`src/rtl/lfmt_pkg.sv`:
```
package lfmt_pkg;
  localparam int CTRL_W = 4;

  typedef enum logic [1:0] {
    KIND_DATA = 2'd0,
    KIND_FILL0 = 2'd1,
    KIND_FILL1 = 2'd2
  } frame_kind_e;

  // Control field, read MSB first: one falling step between bit 2 and bit 1.
  function automatic logic [CTRL_W-1:0] ctrl_code(frame_kind_e kind);
    case (kind)
      KIND_DATA:  ctrl_code = 4'b0100;
      KIND_FILL1: ctrl_code = 4'b0101;
      default:    ctrl_code = 4'b1100;
    endcase
  endfunction
endpackage

```
`src/rtl/link_frame_timer.sv`:
```
module link_frame_timer #(
  parameter int FRAME_DIV = 4
) (
  input  logic clk_i,
  input  logic rst_ni,
  output logic tick_o
);
  localparam int CNT_W = (FRAME_DIV > 1) ? $clog2(FRAME_DIV) : 1;
  localparam logic [CNT_W-1:0] LAST = CNT_W'(FRAME_DIV - 1);

  logic [CNT_W-1:0] cnt_q;

  always_ff @(posedge clk_i or negedge rst_ni) begin
    if (!rst_ni) cnt_q <= '0;
    else if (cnt_q == LAST) cnt_q <= '0;
    else cnt_q <= cnt_q + 1'b1;
  end

  assign tick_o = (cnt_q == LAST);
endmodule

```
`src/rtl/link_flag_gen.sv`:
```
module link_flag_gen (
  input  logic clk_i,
  input  logic rst_ni,
  input  logic tick_i,
  input  logic is_data_i,
  input  logic user_en_i,
  input  logic user_flag_i,
  output logic flag_o,
  output logic toggle_q_o
);
  logic toggle_q;
  logic advance;

  assign advance = tick_i && is_data_i && !user_en_i;

  always_ff @(posedge clk_i or negedge rst_ni) begin
    if (!rst_ni) toggle_q <= 1'b0;
    else if (advance) toggle_q <= ~toggle_q;
  end

  always_comb begin
    if (user_en_i) flag_o = is_data_i ? user_flag_i : 1'b0;
    else flag_o = toggle_q;
  end

  assign toggle_q_o = toggle_q;

  AST_TOGGLE_FLIPS: assert property (@(posedge clk_i) disable iff (!rst_ni)
    advance |=> (toggle_q != $past(toggle_q)));
  AST_TOGGLE_HOLDS: assert property (@(posedge clk_i) disable iff (!rst_ni)
    (tick_i && (!is_data_i || user_en_i)) |=> $stable(toggle_q));
endmodule

```
`src/rtl/link_frame_build.sv`:
```
module link_frame_build
  import lfmt_pkg::*;
#(
  parameter int PAY_W = 20,
  parameter int NARROW_W = 16
) (
  input  frame_kind_e               kind_i,
  input  logic                      wide_i,
  input  logic [PAY_W-1:0]          data_i,
  input  logic                      flag_i,
  output logic [PAY_W+CTRL_W:0]     frame_o
);
  function automatic logic [PAY_W-1:0] width_mask(logic wide);
    logic [PAY_W-1:0] m;
    for (int i = 0; i < PAY_W; i++) m[i] = wide || (i < NARROW_W);
    return m;
  endfunction

  logic [PAY_W-1:0] raw_pay;

  always_comb begin
    case (kind_i)
      KIND_DATA:  raw_pay = data_i;
      KIND_FILL1: raw_pay = '1;
      default:    raw_pay = '0;
    endcase
  end

  assign frame_o = {ctrl_code(kind_i), flag_i, raw_pay & width_mask(wide_i)};
endmodule

```
`src/rtl/link_frame_fmt.sv`:
```
module link_frame_fmt
  import lfmt_pkg::*;
#(
  parameter int PAY_W = 20,
  parameter int NARROW_W = 16,
  parameter int FRAME_DIV = 4
) (
  input  logic                      clk_i,
  input  logic                      rst_ni,
  input  logic                      data_en_i,
  input  logic                      fill_sel_i,
  input  logic                      wide_mode_i,
  input  logic                      flag_user_en_i,
  input  logic                      flag_user_i,
  input  logic [PAY_W-1:0]          data_i,
  output logic [PAY_W+CTRL_W:0]     frame_o,
  output logic                      frame_valid_o
);
  localparam int FW = PAY_W + CTRL_W + 1;
  localparam logic [FW-1:0] RESET_FRAME = {ctrl_code(KIND_FILL0), 1'b0, {PAY_W{1'b0}}};

  logic          tick;
  logic          seen_data_q;
  logic          flag_bit;
  logic          toggle_q;
  frame_kind_e   kind;
  logic [FW-1:0] next_frame;

  link_frame_timer #(.FRAME_DIV(FRAME_DIV)) timer_i (
    .clk_i(clk_i), .rst_ni(rst_ni), .tick_o(tick));

  always_comb begin
    if (data_en_i) kind = KIND_DATA;
    else if (fill_sel_i && seen_data_q) kind = KIND_FILL1;
    else kind = KIND_FILL0;
  end

  link_flag_gen flag_i (
    .clk_i(clk_i), .rst_ni(rst_ni), .tick_i(tick),
    .is_data_i(data_en_i), .user_en_i(flag_user_en_i),
    .user_flag_i(flag_user_i), .flag_o(flag_bit), .toggle_q_o(toggle_q));

  link_frame_build #(.PAY_W(PAY_W), .NARROW_W(NARROW_W)) build_i (
    .kind_i(kind), .wide_i(wide_mode_i), .data_i(data_i),
    .flag_i(flag_bit), .frame_o(next_frame));

  always_ff @(posedge clk_i or negedge rst_ni) begin
    if (!rst_ni) begin
      frame_o       <= RESET_FRAME;
      frame_valid_o <= 1'b0;
      seen_data_q   <= 1'b0;
    end else begin
      frame_valid_o <= tick;
      if (tick) begin
        frame_o <= next_frame;
        if (data_en_i) seen_data_q <= 1'b1;
      end
    end
  end

  AST_MASTER_EDGE: assert property (@(posedge clk_i) disable iff (!rst_ni)
    frame_o[FW-2] && !frame_o[FW-3]);
  AST_HELD_BETWEEN: assert property (@(posedge clk_i) disable iff (!rst_ni)
    !frame_valid_o |-> $stable(frame_o));
  AST_SINGLE_STROBE: assert property (@(posedge clk_i) disable iff (!rst_ni)
    (FRAME_DIV > 1 && frame_valid_o) |=> !frame_valid_o);
  AST_NARROW_ZERO: assert property (@(posedge clk_i) disable iff (!rst_ni)
    (tick && !wide_mode_i) |=> (frame_o[PAY_W-1:NARROW_W] == '0));
  AST_FILL0_FIRST: assert property (@(posedge clk_i) disable iff (!rst_ni)
    (tick && !data_en_i && !seen_data_q) |=>
      (frame_o[FW-1:PAY_W+1] == ctrl_code(KIND_FILL0)));
  AST_USER_FLAG: assert property (@(posedge clk_i) disable iff (!rst_ni)
    (tick && data_en_i && flag_user_en_i) |=> (frame_o[PAY_W] == $past(flag_user_i)));
endmodule

```
`config.mk`:
```
export PLATFORM = sky130hd
export DESIGN_NAME = link_frame_fmt
export DESIGN_NICKNAME = d
export VERILOG_FILES = /design/src/rtl/lfmt_pkg.sv /design/src/rtl/link_frame_timer.sv /design/src/rtl/link_flag_gen.sv /design/src/rtl/link_frame_build.sv /design/src/rtl/link_frame_fmt.sv
export SDC_FILE = /design/constraint.sdc
export NUM_CORES = 1
export LEC_CHECK = 0
export ABC_AREA = 1
export BUFFER_PORTS_ARGS = -buffer_cell sky130_fd_sc_hd__buf_2
export CORE_MARGIN = 2
export CORE_UTILIZATION = 46
export CTS_CLUSTER_DIAMETER = 150
export CTS_CLUSTER_SIZE = 8
export DETAILED_ROUTE_END_ITERATION = 10
export GPL_TIMING_DRIVEN = 0
export PLACE_DENSITY = 0.89
export SLEW_MARGIN = 0
export SYNTH_ARGS = -nofsm -noshare
export SYNTH_HDL_FRONTEND = slang
export SYNTH_SLANG_ARGS = --single-unit
```
`constraint.sdc`:
```
create_clock -name clk_i -period 1.6 [get_ports clk_i]
set_clock_uncertainty 0.1 [all_clocks]
set_input_delay 0.08 -clock clk_i [delete_from_list [all_inputs] [get_ports clk_i]]
set_output_delay 0.08 -clock clk_i [all_outputs]
set_load 0.03 [all_outputs]
```
==> flow_summary.toml <==
[power]
power.density_nw_per_um2 = 780
internal_power_uw = 979
irDropWorstVdd_v = 0.000635
power_switching_uw = 401
seqPwrFrac_pct = 56.7
power_leakage_nw = 0.977
p_comb_share_pct = 22.0
swShare_pct = 29.1
clkPwrFrac_pct = 21.3

[clock_tree]
htreeDepth = 1
clk_latency_ps = 320
cts_resized = 0
cts_sinks = 28
cts_inserted_buffers = 3
clockRootBuffer = "clkbuf_4"
cts_tree = "done"
postCtsSetupRepairBufs = 0
clk_path_buf_depth = 2
clk_pin_slew_ps = 140

[detailed_routing]
vias_per_cell = 4.80
drc = 0
wirelength_um = 3040
wl_per_cell_um = 12.7
first_iter_violations = 18
drtAntennaViolNets = 0
vias = 1151
first_pass_iters = 4

[job]
maxCapViolCount = 0

[floorplan]
initial_core_util_pct = 48.3
ioPinCount = 53
core-area_sq_um = 2480
die_area_sq_um = 3020
rows = 18
die_w_um = 55.0
fp.dieH_um = 55.0

[timing]
period_minus_slack_ps = 1410
tightest_slew_ps = 597
tns_ps = 0
finalSetupViolCount = 0
final_max_slew_viol_count = 0
slew_headroom_pct = 60.2
finalHoldViolCount = 0
layout_setup_ws_ps = 189
rsz0062_at_grt = "false"
finalCritPeriodShare_pct = 88.2
fmax_ghz = 0.709

[placed_design]
pre_cts_ws_ps = 201
place.gp.congestion = 0.703
hpwl_um = 1820
dpl.cell_count = 210
io_buffers = 50

[hold_path]
worstHoldPathType = "in2reg"

[outcome]
status = "complete, no violations"

[synthesis]
ys_types = 18
synthesis.area_sq_um = 1200
synthTopCellsByArea = "dfrtp_1 (56%), nand2_1 (19%), nand3_1 (8.4%)"
seq_area_frac_synth_pct = 58.7
yosys_warnings = 0
post-synth-top-count-cell = "nand2_1"
synth_nets = 158
synth_edf_count = 0
synth_area_leader_cell = "dfrtp_1"
ys_seq_elements = 28
synth_common_cells = "nand2_1 (60), dfrtp_1 (27), nand3_1 (20), buf_4 (4), inv_1 (4)"
synth_top_area_share_pct = 56.5
synthArstFlopShare_pct = 100
synth_ff_type = "dfrtp_1"
syn_inst = 130
syn_area_per_cell_sq_um = 9.20

[worst_setup_path]
cp_data_required_time_ps = 1720
crit_arrival_ps = 1530
worst-path-max-fanout = 10
worst_path_max_delay_cell = "dfrtp_1"
startpoint_type = "register"
endpoint_kind = "register"
crit_chain = "ha_1 -> buf_6 -> nand2_2 -> inv_4 -> buf_8 -> nand2_1 -> nand3_1"
path_delay_family = "flip-flops"
path_buf_inv = 3
max_stage_delay_ps = 410
critical_path_class = "reg2reg"

[cells_and_area]
num-nets-final = 239
synthToLayoutAreaGrowth_pct = 48.0
final-seq-area_sq_um = 702
final_layout_size_suffix_gt1_share_pct = 31.4
n_antenna_cell = 0
fillers = 195
multiInputGateArea_sq_um = 405
stdcell_count = 240

[global_routing]
grt_usage_pct = 22.5
grt_max_degree = 29
grt_pass1_wl_um = 4630
grt_pass1_vias = 1117
antenna_found_initial = 0
gr-total-overflow = 0
## kinds of logic (layout without fill, tap and decap cells)
logic type,Yosys count,count (layout),share of synthesized area (%)
buf+inv,12,92,7.43
simple gates,86,86,31.8
compound gates,1,1,0.418
fa+ha+maj,1,1,1.05
other cells,2,2,0.628
flops,28,28,58.7
## final cells by class
class / instances / area share [%]
sequential: 28 / 39.6
timing repair buffer: 76 / 28.8
multi-input combinational: 90 / 22.9
buffer: 7 / 3.82
tap: 30 / 2.12
clock buffer: 4 / 1.48
inverter: 5 / 1.20
## per-stage QoR
stage | area, sq um | util (%) | total power, mW | hold slack [ps]
after floorplan | 1200 | - | 0.943 | -316
after global placement | 1480 | 59.9 | 1.04 | 23.5
after detailed placement | 1480 | 59.9 | 1.05 | 30.5
after CTS | 1770 | 71.5 | 1.39 | 1.10
after global routing | 1770 | 71.5 | 1.45 | 50.8
final | 1770 | 71.5 | 1.38 | 26.4
## layout by cell type (no fill, tap or decap)
master / n
dlygate4sd3_1: 26
buf_8: 1
nand3_2: 1
clkbuf_1: 1
nand3b_1: 1
dfstp_2: 1
buf_2: 50
nand2_2: 1
nor2_1: 1
o21ai_0: 1
dfrtp_1: 27
or2_2: 1
buf_4: 4
buf_6: 2
inv_4: 1
ha_1: 1
inv_1: 4
conb_1: 2
nand3_1: 20
clkbuf_4: 3
nand2_1: 60
nand4_4: 1
## flip-flops by register name, indices dropped and copies added, names as in the netlist
name / cells
seen_data_q: 1
flag_i.toggle_q_o: 1
frame_o: 23
frame_valid_o: 1
timer_i.cnt_q: 2
## tightest hold or removal path, stage by stage
cell and delay (ps):
buf_2 140, nand2_1 60, nand2_1 50, nand2_1 50, nand2_1 50
## metal layers
metal	up-vias	GRT usage [%]	wire length [um]
met5	-	0	0
met3	8	3.49	152
li1	561	-	-
met1	536	23.7	1180
met4	0	10.6	70
met2	46	43.1	1640
## power groups by stage
stage	Combinational (mW)	Clock (mW)	Sequential, mW
2_1_floorplan	0.0610	0	0.882
3_3_place_gp	0.248	0	0.794
3_5_place_dp	0.254	0	0.794
4_1_cts	0.302	0.308	0.782
5_1_grt	0.332	0.327	0.788
6_report	0.304	0.294	0.782
## path summary, 6_finish.rpt
path                             startpoint               end  slack, ps  depth (start not counted)
min in group asynchronous            rst_ni  timer_i.cnt_q[0]        230                          2
max in group asynchronous            rst_ni       frame_o[16]        780                          2
setup reg to reg           timer_i.cnt_q[0]        frame_o[2]        190                          7
hold / removal                    data_en_i       frame_o[17]         30                          5
setup / recovery           timer_i.cnt_q[0]        frame_o[2]        190                          7
hold reg to reg            timer_i.cnt_q[0]  timer_i.cnt_q[0]        350                          1
## what timing repair did
action	CTS	global route
endpoints found under the setup margin	0	0
hold buffers	26	0
endpoints found under the hold margin	50	0
Note: power is estimated with default switching activity, not from simulation.
